--- config.mk ---
export PLATFORM = sky130hd
export DESIGN_NAME = audio_serial_port
export DESIGN_NICKNAME = d
export VERILOG_FILES = /design/src/rtl/audio_serial_port.sv
export SDC_FILE = /design/constraint.sdc
export NUM_CORES = 1
export LEC_CHECK = 0
export ABC_AREA = 1
export BUFFER_PORTS_ARGS = -buffer_cell sky130_fd_sc_hd__buf_2
export CORE_ASPECT_RATIO = 2
export CORE_UTILIZATION = 53
export DETAILED_ROUTE_END_ITERATION = 7
export GPL_ROUTABILITY_DRIVEN = 0
export GPL_TIMING_DRIVEN = 0
export PLACE_DENSITY = 0.82
export SLEW_MARGIN = 10
export SYNTH_ARGS = -nofsm -noshare
export SYNTH_HDL_FRONTEND = slang
export SYNTH_SLANG_ARGS = --single-unit
--- constraint.sdc ---
create_clock -name clk -period 3.1 [get_ports clk]
set_clock_uncertainty 0.15 [all_clocks]
set_input_delay 0.31 -clock clk [delete_from_list [all_inputs] [get_ports clk]]
set_output_delay 0.31 -clock clk [all_outputs]
set_load 0.03 [all_outputs]
--- src/rtl/audio_serial_port.sv ---
module audio_serial_port #(
  parameter int CLK_DIV   = 4,
  parameter int WIDE_W    = 24,
  parameter int NARROW_W  = 16,
  parameter int SLOT_BITS = 32
) (
  input  logic              clk,
  input  logic              rst_n,
  input  logic [6:0]        cfg,
  input  logic              bclk_i,
  output logic              bclk_o,
  output logic              bclk_oe,
  input  logic              lrclk_i,
  output logic              lrclk_o,
  output logic              lrclk_oe,
  input  logic              sd_i,
  output logic              sd_o,
  input  logic [WIDE_W-1:0] tx_left,
  input  logic [WIDE_W-1:0] tx_right,
  input  logic              tx_valid,
  output logic              tx_ready,
  output logic [WIDE_W-1:0] rx_left,
  output logic [WIDE_W-1:0] rx_right,
  output logic              rx_valid
);
  localparam int PW = $clog2(2 * SLOT_BITS);
  localparam int DW = $clog2(CLK_DIV);
  localparam int IW = $clog2(WIDE_W);

  wire master = cfg[0];
  wire tdm    = cfg[4];
  wire bci    = cfg[2] | tdm;
  wire wci    = cfg[1] & ~tdm;
  wire dly    = cfg[3] & ~tdm;
  wire wide   = cfg[5] & tdm;
  wire [PW-1:0] wid = (cfg[6] & tdm) ? PW'(WIDE_W) : PW'(NARROW_W);

  logic [DW-1:0]     dcnt;
  logic [1:0]        bs, ls2, ds2;
  logic              bprev, lr_prev, hold_vld;
  logic [PW-1:0]     cnt, cnt_nxt;
  logic [WIDE_W-1:0] act_l, act_r, hold_l, hold_r, sh_l, sh_r;

  function automatic logic [PW+1:0] slot_of(input logic [PW-1:0] p, input logic t, input logic d,
                                            input logic [PW-1:0] wd);
    logic [PW-1:0] b;
    logic c, v;
    if (t) begin
      c = (p >= wd);
      b = c ? p - wd : p;
      v = p < (wd << 1);
    end else begin
      c = p[PW-1];
      b = {1'b0, p[PW-2:0]} - {{(PW-1){1'b0}}, d};
      v = ({1'b0, p[PW-2:0]} >= {{(PW-1){1'b0}}, d}) && (b < wd);
    end
    return {v, c, b};
  endfunction

  wire mtog   = (dcnt == DW'(CLK_DIV / 2 - 1));
  wire rise   = master ? (mtog & ~bclk_o) : (bs[1] & ~bprev);
  wire fall   = master ? (mtog & bclk_o) : (~bs[1] & bprev);
  wire launch = bci ? rise : fall;
  wire active = bci ? fall : rise;
  wire ls     = ls2[1];

  always_comb begin
    if (master)              cnt_nxt = cnt + 1'b1;
    else if (tdm)            cnt_nxt = (ls & ~lr_prev) ? '0 : cnt + 1'b1;
    else if (ls != lr_prev)  cnt_nxt = (ls ^ wci) ? PW'(SLOT_BITS) : '0;
    else                     cnt_nxt = cnt + 1'b1;
  end

  wire               fstart = (cnt_nxt == '0);
  wire [WIDE_W-1:0]  nl = fstart ? (hold_vld ? hold_l : '0) : act_l;
  wire [WIDE_W-1:0]  nr = fstart ? (hold_vld ? hold_r : '0) : act_r;
  wire [PW+1:0]      ts = slot_of(cnt_nxt, tdm, dly, wid);
  wire [WIDE_W-1:0]  tsamp = ts[PW] ? nr : nl;
  wire [IW-1:0]      ttap = IW'(wid - PW'(1) - ts[PW-1:0]);
  wire               tbit = ts[PW+1] & tsamp[ttap];
  wire               lr_nxt = tdm ? (wide ? (cnt_nxt < wid) : (cnt_nxt == '0)) : (cnt_nxt[PW-1] ^ wci);
  wire [PW+1:0]      rs = slot_of(cnt, tdm, dly, wid);
  wire [IW-1:0]      rtap = IW'(wid - PW'(1) - rs[PW-1:0]);
  wire               din = master ? sd_i : ds2[1];

  assign bclk_oe  = master;
  assign lrclk_oe = master;
  assign tx_ready = ~hold_vld;

  always_ff @(posedge clk or negedge rst_n) begin
    if (!rst_n) begin
      dcnt <= '0;  bclk_o <= 1'b0;
      bs <= '0;  ls2 <= '0;  ds2 <= '0;  bprev <= 1'b0;  lr_prev <= 1'b0;
      cnt <= '1;  lrclk_o <= 1'b0;  sd_o <= 1'b0;
      act_l <= '0;  act_r <= '0;  hold_l <= '0;  hold_r <= '0;  hold_vld <= 1'b0;
      sh_l <= '0;  sh_r <= '0;  rx_left <= '0;  rx_right <= '0;  rx_valid <= 1'b0;
    end else begin
      dcnt  <= mtog ? '0 : dcnt + 1'b1;
      if (mtog) bclk_o <= ~bclk_o;
      bs    <= {bs[0], bclk_i};
      ls2   <= {ls2[0], lrclk_i};
      ds2   <= {ds2[0], sd_i};
      bprev <= bs[1];
      rx_valid <= 1'b0;
      if (launch) begin
        cnt     <= cnt_nxt;
        lr_prev <= ls;
        lrclk_o <= lr_nxt;
        sd_o    <= tbit;
        if (fstart) begin
          act_l    <= nl;
          act_r    <= nr;
          hold_vld <= 1'b0;
        end
      end
      if (tx_valid && !hold_vld) begin
        hold_l   <= tx_left;
        hold_r   <= tx_right;
        hold_vld <= 1'b1;
      end
      if (active) begin
        if (rs[PW+1]) begin
          if (rs[PW]) sh_r[rtap] <= din;
          else        sh_l[rtap] <= din;
        end
        if (cnt == '1) begin
          rx_left  <= sh_l;
          rx_right <= sh_r;
          rx_valid <= 1'b1;
          sh_l     <= '0;
          sh_r     <= '0;
        end
      end
    end
  end
endmodule

=== Yosys cells after proc, flatten, opt, wreduce, memory -nomap -nowiden ===
Index checks and enable logic that the tools add are counted.

* Logic and storage cells: 123
* Memory bits (writable): 0
* ROM bits: 0
* Memories kept: 0
* Output and inout bits: 55
* Bits in latches: 0
* Bits of input ports: 61
* Bits in registers: 213

* Multipliers: 0
* Divide/modulo/power cells: 0
* Reductions and logical operators: 15
* Add/sub/neg operators: 9
* Equal/unequal tests: 4
* Muxes and demuxes: 44
* Shifts and indexed selects: 0
* Bitwise logic cells: 19
* Magnitude comparators: 12

{| class="wikitable"
|+ Operators by type and width
! operator !! count
|-
| $mux 24 || 11
|-
| $bwmux 24 || 2
|-
| $mux 6 || 5
|-
| $mux 5 || 4
|-
| $sub 5x5->5 || 4
|-
| $lt 6x5->1 || 3
|-
| $mux 1 || 18
|-
| $ge 6x5->1 || 2
|-
| $lt 5x6->1 const B || 2
|-
| $lt 6x6->1 || 2
|-
| $sub 5x1->6 || 2
|-
| $and 1x1->1 || 10
|-
| $ge 5x1->1 || 2
|-
| $reduce_bool 2->1 || 4
|-
| $add 6x1->6 const B || 1
|-
| $eq 6x6->1 const B || 1
|-
| $logic_not 6->1 || 1
|-
| $not 1->1 || 6
|-
| $reduce_and 2->1 || 3
|-
| $reduce_and 3->1 || 2
|-
| $bmux 1 s5 || 1
|-
| $demux 1 s5 || 1
|-
| $ge 5x1->1 const B || 1
|-
| $sub 5x1->5 const B || 1
|-
| other kinds (10) || 14
|}

=== Logic depth before layout (Yosys ltp) ===
Gate-level depths: netlist of the first run.

* Word-level depth: 14
* Mapped depth: 26

=== Least setup slack after synthesis of the first run ===
OpenSTA, ideal clock, no wires.

* Path type: flip-flop to flip-flop
* Start: register ls2[1]
* End: register sd_o
* Setup slack: -0.348 ns
* Data required time: 2.833 ns
* Buffers on the path: 1
* Arrival: 3.182 ns
* Stages on the path, launching flop included: 25
* Path through: dfrtp_1 ha_1 nand2_1 nand3_4 nand3_2 ha_1 a21boi_0 nand3_1 nand4_4 buf_2 nor2_1 a21oi_1 a22oi_1 ha_1 nor2_1 xor2_1 inv_1 nand2_1 nand2_1 inv_1 nand3_1 nand2_1 inv_1 nand2_1 nand2_1

* Longest elaborated chain between the ends: 12
* Elaborated cells on any way between the ends: 27
* Those cells by class: 3 x add/sub; 4 x order compare; 1 x eq/ne; 14 x mux; 3 x bitwise; 2 x reduce/logical

{| class="wikitable"
|+ RTL lines
! element !! line !! source
|-
| from (decl) || 39 || <nowiki>logic [1:0] bs, ls2, ds2;</nowiki>
|-
| from (signal assigned) || 101 || <nowiki>ls2 <= {ls2[0], lrclk_i};</nowiki>
|-
| $xor 1x1->1 || 70 || <nowiki>else if (ls != lr_prev) cnt_nxt = (ls ^ wci) ? PW'(SLOT_BITS) : '0;</nowiki>
|-
| $mux 6 (2 in a row) || 70 ||
|-
| $mux 6 (*) || 69 || <nowiki>else if (tdm) cnt_nxt = (ls & ~lr_prev) ? '0 : cnt + 1'b1;</nowiki>
|-
| $mux 6 (*) || 68 || <nowiki>if (master) cnt_nxt = cnt + 1'b1;</nowiki>
|-
| $ge 6x5->1 || 49 || <nowiki>c = (p >= wd);</nowiki>
|-
| $mux 5 || 50 || <nowiki>b = c ? p - wd : p;</nowiki>
|-
| $mux 5 || 48 || <nowiki>if (t) begin</nowiki>
|-
| $sub 5x5->5 || 79 || <nowiki>wire [IW-1:0] ttap = IW'(wid - PW'(1) - ts[PW-1:0]);</nowiki>
|-
| $bmux 1 s5 || 80 || <nowiki>wire tbit = ts[PW+1] & tsamp[ttap];</nowiki>
|-
| $mux 1 (implied by the code) || 80 ||
|-
| $and 1x1->1 (*) || 80 ||
|-
| to (signal assigned) || 109 || <nowiki>sd_o <= tbit;</nowiki>
|-
| to (decl) || 17 || <nowiki>output logic sd_o,</nowiki>
|}

Mark *: on every way between the ends. The rest lies on a longest branch, timed or not. The select of a mux whose other input is x is not followed.
A chain may end at the register's enable or synchronous reset.

=== Final worst setup path of the first run ===
* Start: register cnt[1]
* End: register sd_o

* Longest elaborated chain between the ends: 11
* Elaborated cells on any way between the ends: 24
* Those cells by class: 4 x add/sub; 4 x order compare; 13 x mux; 1 x bitwise; 2 x reduce/logical

{| class="wikitable"
|+ RTL lines
! element !! line !! source
|-
| from (decl) || 41 || <nowiki>logic [PW-1:0] cnt, cnt_nxt;</nowiki>
|-
| from (signal assigned) || 106 || <nowiki>cnt <= cnt_nxt;</nowiki>
|-
| $add 6x1->6 (*) || 68, 69, 71 ||
|-
| $mux 6, on equally long branches || 70, 69 ||
|-
| $mux 6 || 69 ||
|-
| $mux 6 (*) || 68 ||
|-
| $sub 5x5->5 or $ge 6x5->1 (tied branches) || 50, 49 ||
|-
| $mux 5 || 50 ||
|-
| $mux 5 || 48 ||
|-
| $sub 5x5->5 || 79 ||
|-
| $bmux 1 s5 || 80 ||
|-
| $mux 1 (implied by the code) || 80 ||
|-
| $and 1x1->1 (*) || 80 ||
|}

Marked as above.

==> run metrics, run 1 <==
status=finished with violations; violated checks=design-rule violations, negative setup slack; sum of internal, switching and leakage power=11.3 mW; total negative slack=-6.34 ns; crit path time final=3.38 ns; type of the most critical hold path=primary input to register; WP data arrival=3.63 ns; Worst Hold Slack=0.0602 ns; mapped cell area=10,400 sq um; number of CTS-inserted buffers=21; share of synthesized area occupied by flip-flops and latches=0.515; global-route wire length before repair=46,500 um; crit end category=register; Top Layer Used=met4; final routed wirelength across all metal layers=30,300 um; largest cells by area after synthesis=sky130_fd_sc_hd__dfrtp_1 50%, sky130_fd_sc_hd__nand2_1 13%, sky130_fd_sc_hd__mux2_2 10%; number of global-route vias before repair=9,313; peak per-stage delay on the critical path=0.59 ns; power density over cell area=864 nW/um^2; max-slew violations=0; fraction of layout cells with a size suffix above 1=0.304; count of antenna-violating nets left after detailed routing=0; post-route met1 wirelength=9710 um; most area-hungry cell type in the Yosys netlist=sky130_fd_sc_hd__dfrtp_1; clock-pin slew on the worst setup and hold paths=0.07 ns; number of different library cells in the post-synthesis netlist=43; average instance area after synthesis=9.13 sq um; root buffer cell=sky130_fd_sc_hd__clkbuf_16; via count=9,291; via density per instance=5.71; Synth Instances=1,135; Yosys Warn Count=0; primary flip-flop cell chosen by synthesis mapping=sky130_fd_sc_hd__dfrtp_1; number of setup violations in the final report=49; wire length on met2=15,900 um; Layout Nets=1,429; starting utilization of the core area=0.538; most common cell type on the critical path=sky130_fd_sc_hd__nand2_1; min setup slack post-route=-0.281 ns; slew at the pin closest to its max-slew limit=0.908 ns; Critical Setup Path Class=register to register; Pre-antenna DRT Iters=7; GR Util All Layers=0.302; clock insertion delay at the later pin of the skew report=0.51 ns; leading post-synthesis cells by instance count=356 x sky130_fd_sc_hd__nand2_1, 207 x sky130_fd_sc_hd__dfrtp_1, 113 x sky130_fd_sc_hd__nand3_1; Inserted Diodes=0; cell-by-cell listing of the critical path=buf_4, nand3_4, nand2_2, nand3_4, ha_4, a21boi_4, nand3_2, nand4_4, nor2_4, a21oi_2, a22oi_2, ha_1, nor2_2, xor2_1, inv_1, nand2_1, nand2_1, inv_1, nand3_2, nand2_1, inv_1, nand2_2, nand2_1; count of final hold-check violations=0; worst slew margin relative to its limit=0.390; number of synthesized flops with an enable pin=0; cells on worst reg2reg path=23; remaining routing DRC violations=1; full die area=20,200 sq um; H-Tree Depth=1; largest net degree at the start of global routing=109; final period utilization=1.09; I/O Pins=116; highest fanout seen on the critical path=5; worst ir drop on vdd=0.000638 V; area share of the largest cell type after synthesis=0.500; vertical extent of the die=200 um; Mapped Nets=1,207; fmax=296 MHz; number of cells traversed by the worst hold path=3; maximum clock path buffer count=3; antenna violations before repair=0; leakage dissipation=6.48 nW; P&R area growth vs syn=26.2%; global route overflow=0; Buffers on Ports=115; CTS sink count=213; flip-flop and latch count after synthesis=213; Chip Width=101 um; final cell utilization of the core=0.679; Routed met3 length=1850 um; Post-DP HPWL=20,100 um; site row count=72; slowest stage cell on the critical path=sky130_fd_sc_hd__dfstp_2; critical path launch point type=register; count of maximum capacitance violations=0; RSZ-0062 raised after global routing=yes; data required time of the critical path=3.35 ns; standard cell core area=19,300 sq um; TritonCTS clock tree=built; initial detailed-routing violation count=564; fraction of registers with async set or reset after synthesis=1.00; wire length per cell=18.6 um; most common cell in the netlist=sky130_fd_sc_hd__nand2_1
## final timing paths
path	slack (ns)	to	from
setup / recovery	-0.28	sd_o$_DFFE_PN0N_	cnt[1]$_DFFE_PN1N_
hold / removal	0.06	lrclk_o$_DFFE_PN0N_	cfg[1]
setup reg to reg	-0.28	sd_o$_DFFE_PN0N_	cnt[1]$_DFFE_PN1N_
hold reg to reg	0.19	ds2[1]$_DFF_PN0_	ds2[0]$_DFF_PN0_
max in group asynchronous	1.51	hold_l[4]$_DFFE_PN0P_	rst_n
min in group asynchronous	0.27	rx_left[8]$_DFFE_PN0P_	rst_n
## per-stage QoR
step / setup WS [ns] / instances / instance area, sq um
finish: -0.281 / 1627 / 13100
CTS: -0.138 / 1618 / 12800
floorplan: -0.178 / 1135 / 10400
global placement: -1.92 / 1509 / 11300
global route: -0.459 / 1627 / 13100
detailed placement: -0.852 / 1510 / 11400
## power by group
group          switching, mW  internal [mW]
registers              0.584           3.67
clock network           1.08           1.36
logic                   2.81           1.80
total                   4.48           6.82
## kinds of logic after synthesis
| family | after synthesis | share of synthesized area |
|---|---|---|
| multiplexers | 96 | 0.104 |
| flip-flops | 213 | 0.515 |
| XOR/XNOR | 7 | 0.00591 |
| AND/OR/NAND/NOR | 535 | 0.225 |
| AO/OA/AOI/OAI | 136 | 0.0793 |
| buffers and inverters | 137 | 0.0572 |
| adder cells (fa/ha/maj) | 11 | 0.0133 |
## flip-flops by register name, summed over array words and instances, names as in the netlist, 2 cells and up
name,count
bs,2
ls2,2
cnt,6
rx_left,24
act_l,24
dcnt,2
hold_r,24
rx_right,24
sh_l,24
act_r,24
hold_l,24
ds2,2
sh_r,24
## per-layer routing
layer,vias up,track usage
li1,4224,-
met1,4453,0.292
met2,439,0.550
met3,175,0.0564
met4,0,0.243
met5,-,0
## worst max-delay path: cells and delay by family (launching register included)
family | cells | cell delay, ns
adders and majority gates | 2 | 0.59
buffers and inverters | 4 | 0.31
DFF | 1 | 0.59
xor gates and xnor gates | 1 | 0.19
and+or+nand+nor | 13 | 1.11
AOI/OAI and AO/OA | 3 | 0.37
## final cells by class
cell class / instances / area [sq um]
timing repair buffer: 200 / 1390
buffer: 63 / 349
multi-input combinational: 785 / 4760
sequential: 213 / 5340
clock inverter: 5 / 27.5
clock buffer: 29 / 606
fill: 1474 / 6200
inverter: 73 / 285
tap: 259 / 324
## what timing repair did
action                                 4_1_cts  5_1_grt
endpoints found under the hold margin      154        0
hold buffers                                52        0
resized for setup                           67       88
setup endpoints to repair                   74      116
setup buffers                               23        9
pin swaps                                   39       36
## placed cells by master, fill, tap and decap left out, types with 6 or more instances in the layout
master and instances:
sky130_fd_sc_hd__o21ai_0 58, sky130_fd_sc_hd__nand2_4 7, sky130_fd_sc_hd__nand3_2 9, sky130_fd_sc_hd__mux2_2 95
sky130_fd_sc_hd__buf_2 131, sky130_fd_sc_hd__dlygate4sd3_1 52, sky130_fd_sc_hd__buf_4 34, sky130_fd_sc_hd__nand3_1 105
sky130_fd_sc_hd__nand2_1 329, sky130_fd_sc_hd__nor2_1 22, sky130_fd_sc_hd__inv_1 57, sky130_fd_sc_hd__dfrtp_1 206
sky130_fd_sc_hd__buf_6 6, sky130_fd_sc_hd__o21ai_1 36, sky130_fd_sc_hd__inv_2 9, sky130_fd_sc_hd__nand4_1 12
sky130_fd_sc_hd__clkbuf_1 20, sky130_fd_sc_hd__clkbuf_2 13, sky130_fd_sc_hd__a32o_1 22, sky130_fd_sc_hd__clkbuf_16 21
sky130_fd_sc_hd__nand2_2 26, sky130_fd_sc_hd__dfstp_2 6
No activity file was read; power rests on OpenSTA's default activity.
==> run 2: changes to the inputs <==
--- a/config.mk
+++ b/config.mk
@@ -8,9 +8,9 @@
 export ABC_AREA = 1
 export BUFFER_PORTS_ARGS = -buffer_cell sky130_fd_sc_hd__buf_2
 export CORE_ASPECT_RATIO = 2
+export CORE_MARGIN = 4
 export CORE_UTILIZATION = 53
 export DETAILED_ROUTE_END_ITERATION = 7
-export GPL_ROUTABILITY_DRIVEN = 0
 export GPL_TIMING_DRIVEN = 0
 export PLACE_DENSITY = 0.82
 export SLEW_MARGIN = 10
==> run 2 against run 1 <==
Effect of this change:
- the flow finishes with violations (negative setup slack)
- setup slack better by 0.018 ns
- critical path depth up 1
- critical path type unchanged
- power up 4.4%
- wire length about the same
- first-iteration DRC count down 22%
- critical endpoint unchanged
- flip-flop and latch count unchanged
- combinational power up 4%
==> run metrics, run 2 (synthesized netlist as in run 1, its figures left out) <==
status=finished with violations; violated checks=negative setup slack; maximum clock path buffer count=3; worst slew margin relative to its limit=0.380; remaining routing DRC violations=0; full die area=22,000 sq um; count of placed standard cells including taps=1,511; weighted congestion reported at the end of routability-driven placement=0.959; power density over cell area=884 nW/um^2; starting utilization of the core area=0.538; Critical Setup Path Class=register to register; site row count=72; fraction of layout cells with a size suffix above 1=0.317; leading cell type in the layout, fill and taps excluded=sky130_fd_sc_hd__nand2_1; Pre-antenna DRT Iters=5; peak per-stage delay on the critical path=0.43 ns; Hold Path Origin=cfg[1]; count of antenna-violating nets left after detailed routing=0; count of final hold-check violations=0; placed inst area=11,400 sq um; type of the most critical hold path=primary input to register; max-slew violations=0; WP data arrival=3.60 ns; slowest stage cell on the critical path=sky130_fd_sc_hd__dfrtp_2; vertical extent of the die=206 um; commonest cells after routing, fill and taps aside=300 x sky130_fd_sc_hd__nand2_1, 206 x sky130_fd_sc_hd__dfrtp_1, 129 x sky130_fd_sc_hd__buf_2; clock insertion delay at the later pin of the skew report=0.51 ns; slew at the pin closest to its max-slew limit=0.923 ns; number of setup violations in the final report=49; Routed met3 length=1420 um; timing startpoint of the critical path=ls2[1]$_DFF_PN0_; data required time of the critical path=3.34 ns; worst ir drop on vdd=0.000579 V; Layout Nets=1,429; most common cell type on the critical path=sky130_fd_sc_hd__nand2_1; cell area after layout=13,300 sq um; wire length per cell=18.6 um; leakage dissipation=6.64 nW; TritonCTS clock tree=built; post-route met1 wirelength=9950 um; standard cell core area=19,300 sq um; via count=9,102; clock-pin slew on the worst setup and hold paths=0.06 ns; crit path time final=3.36 ns; r2r startpoint=ls2[1]$_DFF_PN0_; via density per instance=5.59; P&R area growth vs syn=28.7%; I/O Pins=116; initial detailed-routing violation count=439; H-Tree Depth=1; critical path launch point type=register; CTS sink count=213; final routed wirelength across all metal layers=30,300 um; highest fanout seen on the critical path=3; global route overflow=0; Chip Width=107 um; number of CTS-inserted buffers=21; wire length on met2=16,600 um; cell-by-cell listing of the critical path=ha_4, nand2_4, nand3_4, nand3_4, ha_4, a21boi_4, nand3_2, nand4_4, buf_6, nor2_2, a21oi_2, a22oi_2, ha_1, nor2_1, xor2_1, inv_1, nand2_1, nand2_1, inv_1, nand3_2, nand2_1, inv_1, nand2_1, nand2_1; crit end category=register; min setup slack post-route=-0.263 ns; root buffer cell=sky130_fd_sc_hd__clkbuf_16; Inserted Diodes=0; GR Util All Layers=0.276; global-route wire length before repair=47,800 um; final period utilization=1.08; Cell Count, Final, Fillers Out=1,628; fmax=297 MHz; number of global-route vias before repair=9,524; RSZ-0062 raised after global routing=yes; count of maximum capacitance violations=0; Top Layer Used=met4; Post-DP HPWL=20,900 um; largest net degree at the start of global routing=114; Buffers on Ports=115; antenna violations before repair=0
[run 2: area by class of cell]
cell class / instances / area, sq um
clock buffers: 26 / 564
well taps: 259 / 324
inverters: 73 / 307
clock inverters: 9 / 170
flip-flops and latches: 213 / 5340
fillers: 1376 / 5930
repair buffers: 199 / 1420
multi-input cells: 785 / 4870
plain buffers: 64 / 343
[run 2: where the power goes]
| part | internal [mW] | total (mW) | switching [mW] |
|---|---|---|---|
| Combinational | 1.86 | 4.78 | 2.92 |
| Clock | 1.70 | 2.77 | 1.07 |
| Sequential | 3.67 | 4.24 | 0.571 |
[run 2: path summary, 6_finish.rpt]
check                                    endpoint  slack (ns)  cells after the start
hold / removal                lrclk_o$_DFFE_PN0N_        0.05                      3
setup / recovery                 sd_o$_DFFE_PN0N_       -0.26                     24
setup reg to reg                 sd_o$_DFFE_PN0N_       -0.26                     24
hold reg to reg                  ls2[1]$_DFF_PN0_        0.19                      0
min in group asynchronous  rx_left[4]$_DFFE_PN0P_        0.27                      3
max in group asynchronous   hold_l[4]$_DFFE_PN0P_        1.64                      4
[run 2: metal layers]
metal	vias up	GRT usage
met5	-	0
met4	0	0.203
met3	132	0.0358
met2	375	0.514
met1	4358	0.274
li1	4237	-
[run 2: timing repair]
item                                    CTS  global route
buffers inserted                         17            13
endpoints found under the setup margin   75           112
resized for setup                        24           170
hold endpoints to repair                157             0
gates cloned                              0             0
pin swaps                                16            71
hold buffers                             52             0
[run 2: metrics by stage]
stage,setup WS [ns],setup TNS (ns),utilization,hold slack [ns],power [mW]
finish,-0.263,-8.38,0.692,0.0469,11.8
global route,-0.456,-15.10,0.692,0.140,12.5
CTS,-0.242,-7.14,0.666,0.0417,11.2
detailed placement,-0.907,-36.49,0.591,0.186,8.19
global placement,-1.90,-424.29,0.587,0.185,8.04
floorplan,-0.178,-2.69,-,-0.136,6.94
[run 2: critical path: cells and delay by family, from the launching register on]
family                   cells  cell delay, ns
AO/OA/AOI/OAI                3            0.36
XOR/XNOR                     1            0.20
adder cells (fa/ha/maj)      3            0.90
buffers and inverters        4            0.29
flip-flops                   1            0.43
AND/OR/NAND/NOR             13            0.94
==> run 3: changes to the inputs <==
--- a/config.mk
+++ b/config.mk
@@ -12,6 +12,7 @@
 export CORE_UTILIZATION = 53
 export DETAILED_ROUTE_END_ITERATION = 7
 export GPL_TIMING_DRIVEN = 0
+export MAX_ROUTING_LAYER = met4
 export PLACE_DENSITY = 0.82
 export SLEW_MARGIN = 10
 export SYNTH_ARGS = -nofsm -noshare
==> run 3 against run 2 <==
Effect of this change:
- non-clock buffer count is 6 lower
- utilization is 1.6 points lower
- critical endpoint is now sh_r[12]$_DFFE_PN0P_
- critical path type unchanged
- the flow still finishes with violations (negative setup slack)
- largest cell class unchanged
- cell area is 2.4% lower
==> run metrics, run 3 (synthesized netlist as in run 1, its figures left out) <==
crit end category=register; critical path launch point type=register; P&R area growth vs syn=25.7%; clock insertion delay at the later pin of the skew report=0.50 ns; DP Worst Slack=-0.909 ns; final routed wirelength across all metal layers=30,100 um; total negative slack=-5.78 ns; cell area after layout=13,000 sq um; Cell Count, Final, Fillers Out=1,622; via count=9,090; commonest cells after routing, fill and taps aside=336 x sky130_fd_sc_hd__nand2_1, 206 x sky130_fd_sc_hd__dfrtp_1, 130 x sky130_fd_sc_hd__buf_2; number of global-route vias before repair=9,693; wire length per cell=18.6 um; root buffer cell=sky130_fd_sc_hd__clkbuf_16; Worst Setup EP=sh_r[12]$_DFFE_PN0P_; count of maximum capacitance violations=0; I/O Pins=116; Buffers on Ports=115; H-Tree Depth=1; count of final hold-check violations=0; CTS sink count=213; RSZ-0062 raised after global routing=yes; full die area=22,000 sq um; via density per instance=5.60; vertical extent of the die=206 um; WP data arrival=3.53 ns; register-to-register path setup slack=-0.22 ns; largest net degree at the start of global routing=109; cell-by-cell listing of the critical path=inv_4, ha_1, ha_1, o21ai_0, inv_1, nor2_1, clkbuf_1, nand2_2, nand2_2, nand2_1, nand2_1, o21ai_0; global route overflow=0; GR Util All Layers=0.282; Layout Nets=1,422; crit path time final=3.32 ns; status=finished with violations; Post-DP HPWL=21,200 um; number of setup violations in the final report=45; Chip Width=107 um; sum of internal, switching and leakage power=11.4 mW; fmax=302 MHz; leading cell type in the layout, fill and taps excluded=sky130_fd_sc_hd__nand2_1; site row count=72; number of CTS-inserted buffers=20; final cell utilization of the core=0.676; count of antenna-violating nets left after detailed routing=0; remaining routing DRC violations=0; timing startpoint of the critical path=cnt[0]$_DFFE_PN1N_; peak per-stage delay on the critical path=0.62 ns; cells on worst reg2reg path=12; violated checks=negative setup slack; worst ir drop on vdd=0.000560 V; TritonCTS clock tree=built; initial detailed-routing violation count=424; min setup slack post-route=-0.216 ns; standard cell core area=19,300 sq um; Worst Hold Slack=0.0849 ns; starting utilization of the core area=0.538; global-route wire length before repair=47,500 um; max-slew violations=0; placed inst area=11,400 sq um; Inserted Diodes=0; weighted congestion reported at the end of routability-driven placement=0.969; fraction of layout cells with a size suffix above 1=0.285; count of placed standard cells including taps=1,510; slowest stage cell on the critical path=sky130_fd_sc_hd__dfstp_2; clock-pin slew on the worst setup and hold paths=0.07 ns; number of fill cells in the layout=1,525; worst slew margin relative to its limit=0.364; highest fanout seen on the critical path=10; Pre-antenna DRT Iters=5; power density over cell area=872 nW/um^2; data required time of the critical path=3.31 ns; Critical Setup Path Class=register to register; maximum clock path buffer count=3; r2r startpoint=cnt[0]$_DFFE_PN1N_; capturing point of the worst reg2reg path=sh_r[12]$_DFFE_PN0P_; slew at the pin closest to its max-slew limit=0.947 ns; leakage dissipation=6.43 nW; final period utilization=1.07; type of the most critical hold path=primary input to register; antenna violations before repair=0
-- run 3: worst max-delay path: cells and delay by family (launching register included) --
kind                     cells  cell delay (ns)
buffers and inverters        3             0.76
flip-flops                   1             0.62
adder cells (fa/ha/maj)      2             0.50
AO/OA/AOI/OAI                2             0.38
AND/OR/NAND/NOR              5             0.75
-- run 3: how the worst min path moves through the flow --
stage	cells after the start	start	end	slack [ns]
after CTS	3	cfg[1]	lrclk_o$_DFFE_PN0N_	0.06
after global routing	3	cfg[1]	lrclk_o$_DFFE_PN0N_	0.11
after global placement	0	ds2[0]$_DFF_PN0_	ds2[1]$_DFF_PN0_	0.18
final	3	cfg[1]	lrclk_o$_DFFE_PN0N_	0.08
after floorplan	0	rst_n	act_l[0]$_DFFE_PN0P_	-0.14
after detailed placement	0	ls2[0]$_DFF_PN0_	ls2[1]$_DFF_PN0_	0.19
-- run 3: final cells by class --
type	count	area, sq um	share of cell area
multi-input combinational	785	4700	0.361
clock buffer	27	598	0.0459
tap	259	324	0.0249
timing repair buffer	193	1330	0.102
sequential	213	5340	0.410
clock inverter	8	106	0.00816
inverter	73	294	0.0226
buffer	64	339	0.0260
-- run 3: repair_timing --
action                                 in CTS  in global routing
setup buffers                              19                  7
pin swaps                                  14                 32
setup endpoints to repair                  63                 91
resized for setup                          27                 87
hold buffers                               52                  0
endpoints found under the hold margin     155                  0
-- run 3: power breakdown --
group          internal (mW)  leakage (nW)  switching (mW)
logic                   1.72          3.34            2.76
registers               3.67          2.75           0.577
clock network           1.53         0.342            1.09
total                   6.93          6.43            4.43
-- run 3: routing by layer --
metal	vias to the layer above	GRT usage	share of wire
met2	341	0.525	0.55
met3	145	0.0311	0.046
met5	-	-	0
met1	4410	0.268	0.33
met4	0	0.185	0.076
li1	4194	-	-
